### src/rtl/ec_host_pkg.sv
// ec_host_pkg: command codes, sequencer states and status bit positions
// shared by the host port modules. Assumes byte-wide host data.
package ec_host_pkg;
    localparam logic [7:0] CMD_RD_REG  = 8'h80;
    localparam logic [7:0] CMD_WR_REG  = 8'h81;
    localparam logic [7:0] CMD_BURST_ON  = 8'h82;
    localparam logic [7:0] CMD_BURST_OFF = 8'h83;

    localparam int ST_OUT_FULL = 0;
    localparam int ST_IN_FULL  = 1;
    localparam int ST_CMD_LAST = 3;
    localparam int ST_BURST    = 4;

    typedef enum logic [1:0] {
        SEQ_IDLE    = 2'd0,
        SEQ_RD_ADDR = 2'd1,
        SEQ_WR_ADDR = 2'd2,
        SEQ_WR_VAL  = 2'd3
    } seq_state_t;
endpackage

### src/rtl/ec_ibf_timer.sv
// ec_ibf_timer: keeps the input-full flag high for LAT cycles after each
// load pulse. Assumes LAT >= 1. A load while counting restarts the count.
module ec_ibf_timer #(
    parameter int LAT = 4
) (
    input  logic clk,
    input  logic rst_n,
    input  logic load,
    output logic busy
);
    localparam int CNT_W = $clog2(LAT + 1);

    logic [CNT_W-1:0] cnt;

    // Countdown of remaining consume-latency cycles.
    always_ff @(posedge clk) begin
        if (!rst_n)
            cnt <= '0;
        else if (load)
            cnt <= CNT_W'(LAT);
        else if (cnt != '0)
            cnt <= cnt - 1'b1;
    end

    assign busy = (cnt != '0);

    assert_reload_R3: assert property (@(posedge clk) disable iff (!rst_n)
        load |=> (cnt == CNT_W'(LAT)));
    assert_countdown_R3: assert property (@(posedge clk) disable iff (!rst_n)
        (!load && cnt != '0) |=> (cnt == CNT_W'($past(cnt) - 1'b1)));
endmodule

### src/rtl/ec_cmd_seq.sv
// ec_cmd_seq: collects command, address and value bytes and issues one
// register-file strobe per completed sequence. Assumes at most one of
// cmd_wr / dat_wr per cycle, and RF_AW <= 8.
module ec_cmd_seq
    import ec_host_pkg::*;
#(
    parameter int RF_AW = 8
) (
    input  logic             clk,
    input  logic             rst_n,
    input  logic             cmd_wr,
    input  logic             dat_wr,
    input  logic [7:0]       wbyte,
    output logic [RF_AW-1:0] rf_addr,
    output logic             rf_re,
    output logic             rf_we,
    output logic [7:0]       rf_wdata,
    output logic             burst
);
    seq_state_t state;

    // Sequencer: commands restart it, data bytes advance it.
    always_ff @(posedge clk) begin
        if (!rst_n) begin
            state    <= SEQ_IDLE;
            rf_addr  <= '0;
            rf_re    <= 1'b0;
            rf_we    <= 1'b0;
            rf_wdata <= '0;
            burst    <= 1'b0;
        end else begin
            rf_re <= 1'b0;
            rf_we <= 1'b0;
            if (cmd_wr) begin
                case (wbyte)
                    CMD_RD_REG:    state <= SEQ_RD_ADDR;
                    CMD_WR_REG:    state <= SEQ_WR_ADDR;
                    CMD_BURST_ON:  begin burst <= 1'b1; state <= SEQ_IDLE; end
                    CMD_BURST_OFF: begin burst <= 1'b0; state <= SEQ_IDLE; end
                    default:       state <= SEQ_IDLE;
                endcase
            end else if (dat_wr) begin
                case (state)
                    SEQ_RD_ADDR: begin
                        rf_re   <= 1'b1;
                        rf_addr <= wbyte[RF_AW-1:0];
                        state   <= SEQ_IDLE;
                    end
                    SEQ_WR_ADDR: begin
                        rf_addr <= wbyte[RF_AW-1:0];
                        state   <= SEQ_WR_VAL;
                    end
                    SEQ_WR_VAL: begin
                        rf_we    <= 1'b1;
                        rf_wdata <= wbyte;
                        state    <= SEQ_IDLE;
                    end
                    default: state <= SEQ_IDLE;
                endcase
            end
        end
    end

    assert_single_strobe_R9: assert property (@(posedge clk) disable iff (!rst_n)
        $onehot0({rf_re, rf_we}));
    assert_write_needs_byte_R7: assert property (@(posedge clk) disable iff (!rst_n)
        rf_we |-> $past(dat_wr));
    assert_burst_on_R8: assert property (@(posedge clk) disable iff (!rst_n)
        (cmd_wr && wbyte == CMD_BURST_ON) |=> burst);
    assert_burst_off_R8: assert property (@(posedge clk) disable iff (!rst_n)
        (cmd_wr && wbyte == CMD_BURST_OFF) |=> !burst);
    assert_cmd_aborts_R10: assert property (@(posedge clk) disable iff (!rst_n)
        cmd_wr |=> (!rf_re && !rf_we));
endmodule

### src/rtl/ec_host_port.sv
// ec_host_port: host-facing data and status/command ports over an internal
// register file. Assumes a register file with one cycle of read latency and
// a host that sends at most one strobe per cycle.
module ec_host_port
    import ec_host_pkg::*;
#(
    parameter int ADDR_W   = 3,
    parameter int RF_AW    = 8,
    parameter int IBF_LAT  = 4,
    parameter int DATA_OFS = 0,
    parameter int CMD_OFS  = 4
) (
    input  logic              clk,
    input  logic              rst_n,
    input  logic [ADDR_W-1:0] host_addr,
    input  logic              host_wr,
    input  logic              host_rd,
    input  logic [7:0]        host_wdata,
    output logic [7:0]        host_rdata,
    output logic [RF_AW-1:0]  rf_addr,
    output logic              rf_re,
    output logic              rf_we,
    output logic [7:0]        rf_wdata,
    input  logic [7:0]        rf_rdata
);
    localparam logic [ADDR_W-1:0] DAT_A = ADDR_W'(DATA_OFS);
    localparam logic [ADDR_W-1:0] CMD_A = ADDR_W'(CMD_OFS);

    logic       hit_dat, hit_cmd, cmd_wr, dat_wr, dat_rd;
    logic       ibf, obf, cmd_last, burst, cap_pend;
    logic [7:0] out_q, status;

    assign hit_dat = (host_addr == DAT_A);
    assign hit_cmd = (host_addr == CMD_A);
    assign cmd_wr  = host_wr && hit_cmd;
    assign dat_wr  = host_wr && hit_dat;
    assign dat_rd  = host_rd && hit_dat;

    ec_ibf_timer #(.LAT(IBF_LAT)) u_ibf (
        .clk  (clk),
        .rst_n(rst_n),
        .load (cmd_wr || dat_wr),
        .busy (ibf)
    );

    ec_cmd_seq #(.RF_AW(RF_AW)) u_seq (
        .clk     (clk),
        .rst_n   (rst_n),
        .cmd_wr  (cmd_wr),
        .dat_wr  (dat_wr),
        .wbyte   (host_wdata),
        .rf_addr (rf_addr),
        .rf_re   (rf_re),
        .rf_we   (rf_we),
        .rf_wdata(rf_wdata),
        .burst   (burst)
    );

    // Output path: capture the fetched value, pace with output-full.
    always_ff @(posedge clk) begin
        if (!rst_n) begin
            cap_pend <= 1'b0;
            out_q    <= '0;
            obf      <= 1'b0;
        end else begin
            cap_pend <= rf_re;
            if (cap_pend) begin
                out_q <= rf_rdata;
                obf   <= 1'b1;
            end else if (dat_rd) begin
                obf <= 1'b0;
            end
        end
    end

    // Command flag: which port took the last accepted byte.
    always_ff @(posedge clk) begin
        if (!rst_n)
            cmd_last <= 1'b0;
        else if (cmd_wr)
            cmd_last <= 1'b1;
        else if (dat_wr)
            cmd_last <= 1'b0;
    end

    // Status byte assembly and host read mux.
    always_comb begin
        status = '0;
        status[ST_OUT_FULL] = obf;
        status[ST_IN_FULL]  = ibf;
        status[ST_CMD_LAST] = cmd_last;
        status[ST_BURST]    = burst;
        if (hit_dat)
            host_rdata = out_q;
        else if (hit_cmd)
            host_rdata = status;
        else
            host_rdata = '0;
    end

    assert_obf_clear_R6: assert property (@(posedge clk) disable iff (!rst_n)
        (dat_rd && !cap_pend) |=> !obf);
    assert_capture_wins_R11: assert property (@(posedge clk) disable iff (!rst_n)
        cap_pend |=> obf);
    assert_cmd_flag_R4: assert property (@(posedge clk) disable iff (!rst_n)
        cmd_wr |=> cmd_last);
    assert_stray_write_R2: assert property (@(posedge clk) disable iff (!rst_n)
        (host_wr && !hit_dat && !hit_cmd && !ibf) |=> !ibf);
    assert_fetch_order_R5: assert property (@(posedge clk) disable iff (!rst_n)
        rf_re |=> cap_pend);
endmodule

### config.mk
export PLATFORM = sky130hd
export DESIGN_NAME = ec_host_port
export DESIGN_NICKNAME = d
export VERILOG_FILES = /design/src/rtl/ec_host_pkg.sv /design/src/rtl/ec_ibf_timer.sv /design/src/rtl/ec_cmd_seq.sv /design/src/rtl/ec_host_port.sv
export SDC_FILE = /design/constraint.sdc
export NUM_CORES = 1
export LEC_CHECK = 0
export ABC_AREA = 1
export BUFFER_PORTS_ARGS = -buffer_cell sky130_fd_sc_hd__buf_4
export CAP_MARGIN = 10
export CORE_MARGIN = 2
export CORE_UTILIZATION = 40
export CTS_CLUSTER_DIAMETER = 100
export CTS_CLUSTER_SIZE = 20
export DETAILED_ROUTE_END_ITERATION = 10
export GPL_TIMING_DRIVEN = 1
export PLACE_DENSITY = 0.63
export REMOVE_ABC_BUFFERS = 1
export SLEW_MARGIN = 20
export SYNTH_ARGS = -nofsm -noshare
export SYNTH_HDL_FRONTEND = slang
export SYNTH_HIERARCHICAL = 1
export SYNTH_SLANG_ARGS = --single-unit
### constraint.sdc
create_clock -name clk -period 1.15 [get_ports clk]
set_input_delay 0.115 -clock clk [delete_from_list [all_inputs] [get_ports clk]]
set_output_delay 0.115 -clock clk [all_outputs]
set_load 0.05 [all_outputs]
==> summary.md <==
| Metric | Value |
|---|---|
| Top area cells in the synthesized netlist | `dfxtp_1 44%, inv_1 8.5%, nor2_1 8.1%` |
| Asr flop ratio synth | `0%` |
| Area share of the leading cell type in the synthesized netlist | `44.3%` |
| Max-cap violations | `0` |
| Most common cell in the netlist | `inv_1` |
| Detailed placer's ending HPWL | `2.46 mm` |
| Synthesized area | `1580 um^2` |
| Post-DR vias/cell | `4.40` |
| Via count | `1414` |
| Post-synthesis average cell area | `7.57 um^2` |
| CTS tree | `yes` |
| Routed wire per std cell | `10.7 um` |
| # diodes | `0` |
| Uppermost layer routed | `met4` |
| RSZ-0062 raised after global routing | `true` |
| First-pass GRT wire length | `5.72 mm` |
| Critical path class | `reg -> out` |
| CP startpoint kind | `flip-flop` |
| Gr ovfl total | `0` |
| Final hold vios | `0` |
| Routed length on met1 | `1.72 mm` |
| Final min period | `1.42 ns` |
| Mapped Cells | `209` |
| CTS buffer count | `5` |
| Worst reg2reg path startpoint | `u_ibf/cnt[0]$_SDFFE_PP0P_` |
| Largest net degree at the start of global routing | `35` |
| Hold_ws | `0.0561 ns` |
| TritonCTS Sinks | `35` |
| Status | `complete, but fails checks` |
| # fillers | `365` |
| CTS max path bufs | `2` |
| Layout cells sized above 1 | `41.0%` |
| Hold Crit Start | `rf_rdata[0]` |
| RePlAce Congestion | `0.806` |
| Hold path depth | `3` |
| CP endpoint kind | `primary output` |
| Final setup fails | `2` |
| Hold WC Path Type | `in -> reg` |
| Max-slew headroom | `75.0%` |
| Arrival time worst endpoint | `1.31 ns` |
| Max stage delay cell, worst path | `dfxtp_2` |
| Synth unique cells | `23` |
| Ports | `49` |
| Drt pass-1 iters | `4` |
| Initial antenna violation count | `0` |
| Seq/Total Area, Yosys | `44.3%` |
| Final net count | `302` |
| Area delta synth->final | `43.4%` |
| Synth top cells by count | `36 x inv_1, 35 x dfxtp_1, 34 x nor2_1` |
| Power per cell area | `1330 nW/um^2` |
| Initial Util | `42.2%` |
| Critical-path cell list | `inv_2, ha_4, ha_4, inv_2, nand3_2, nand2_2, buf_8` |
| Clock Pin Slew Worst Setup and Hold Paths | `0.07 ns` |
| Synth Warn # | `6` |
| Slew @ Worst Pin | `0.375 ns` |
| WHS Endpoint | `out_q[0]$_SDFFE_PN0P_` |
| Slowest stage delay, CP | `0.33 ns` |
| Worst reg-to-reg setup slack | `-0.11 ns` |
| Final slew viol count | `0` |
| Register-to-Register Path Depth | `10` |
| Overall routing resource usage | `16.7%` |
| Die width | `66.9 um` |
| Hold Buf Count CTS | `0` |
| Fin crit share | `124%` |
| Final instance area | `2270 um^2` |
| Antenna-violating nets left | `0` |
| Flops & latches, synth | `35` |
| Site Rows | `22` |
| Crit Reg-Reg Endpoint | `u_ibf/cnt[2]$_SDFFE_PN0P_` |
| Leading area contributor after synthesis | `dfxtp_1` |
| First DRT Iteration DRCs | `74` |
| Met2 routed WL | `1.54 mm` |
| Root Driver | `clkbuf_8` |
| WL met3 | `153 um` |
| Die area | `4470 um^2` |
| DR DRC count | `0` |
| VDD IR max | `0.726 mV` |
| Worst endpoint required time | `1.03 ns` |
| Max FO, Critical Path | `2` |
| Clock latency on the worst-skew pair | `0.27 ns` |
| PortBufs | `48` |
| Cell Area, Placed | `2050 um^2` |
| Drt total wl | `3.45 mm` |
| Htree depth | `2` |
| Vert. Die Dim | `66.9 um` |
| Leak Pwr | `1.04 nW` |
| Core area | `3740 um^2` |
| Main flop type after synthesis | `dfxtp_1` |
| Final setup margin | `-0.273 ns` |
| Number of synthesized flops with an enable pin | `0` |
| Vias in the first global route | `1301` |
| Failing checks | `negative setup slack` |
| Max Freq | `703 MHz` |
| Skew final | `0.00330 ns` |
[cell families after synthesis]
logic type	count (synthesis)	share of synthesized area [%]
AND/OR/NAND/NOR	75	21.0
buffers and inverters	44	13.2
flip-flops	35	44.3
AO/OA/AOI/OAI	49	16.7
adder cells (fa/ha/maj)	6	4.75
[per-layer routing]
layer / GRT usage [%] / up-vias
li1: - / 784
met4: 6.12 / 0
met5: 0 / -
met2: 26.0 / 27
met3: 4.22 / 4
met1: 22.0 / 599
[flip-flops by register name, summed over array words and instances (netlist names)]
name and cells:
u_seq/rf_wdata 8, u_seq/rf_addr 8, u_seq/rf_re 1, out_q 8
u_seq/state 2, obf 1, cmd_last 1, u_seq/burst 1
u_ibf/cnt 3, cap_pend 1, u_seq/rf_we 1
[power by group]
group	total [mW]	switching, mW	internal, mW
clock network	0.861	0.392	0.469
logic	0.849	0.430	0.419
registers	1.30	0.0310	1.27
[repair_timing]
item / CTS / global route
cloned: 0 / 0
setup buffers: 1 / 3
endpoints found under the setup margin: 12 / 19
resized for setup: 17 / 24
pin swaps: 5 / 14
[worst max-delay path, delay by kind of cell, from the launching register on]
kind,cells,cell delay (ns)
buffers and inverters,3,0.25
DFF,1,0.33
and+or+nand+nor,2,0.14
adders and majority gates,2,0.32
[area by class of cell]
type / instances / area, um^2 / share of cell area [%]
flip-flops and latches: 35 / 708 / 31.2
inverters: 38 / 145 / 6.40
clock buffers: 6 / 82.6 / 3.64
repair buffers: 63 / 500 / 22.1
multi-input cells: 130 / 767 / 33.8
clock inverters: 1 / 5.00 / 0.221
well taps: 48 / 60.1 / 2.65
[metrics by stage]
step	setup slack, ns	utilization, %	power [mW]	TNS [ns]	cells
final	-0.273	60.6	3.01	-0.379	321
after global placement	-0.144	54.7	1.85	-1.91	312
after floorplan	-0.249	-	1.60	-1.41	203
after global routing	-0.340	60.6	3.20	-0.891	321
after CTS	-0.265	58.8	2.89	-0.265	320
after detailed placement	-0.178	54.7	1.85	-2.56	312
[worst max path at each step]
stage,startpoint,to,slack (ns),cells after the start
2_1_floorplan,u_ibf/cnt[0]$_SDFFE_PP0P_,host_rdata[1],-0.25,6
5_1_grt,u_ibf/cnt[1]$_SDFFE_PP0P_,host_rdata[1],-0.34,7
3_3_place_gp,host_addr[1],u_seq/rf_addr[5]$_SDFFE_PN0P_,-0.14,10
4_1_cts,u_ibf/cnt[1]$_SDFFE_PP0P_,host_rdata[1],-0.26,7
3_5_place_dp,host_addr[1],u_seq/rf_addr[3]$_SDFFE_PN0P_,-0.18,10
6_report,u_ibf/cnt[0]$_SDFFE_PP0P_,host_rdata[1],-0.27,7
[cell usage in the layout (no fill, tap or decap), drive strengths merged]
cell    count
nand2      30
nor2       38
nand3       6
nor3        1
a21oi      21
clkbuf      6
o21ai      28
buf        63
ha          6
clkinv      1
dfxtp      35
inv        38
Power figures use the tool's default switching activity.
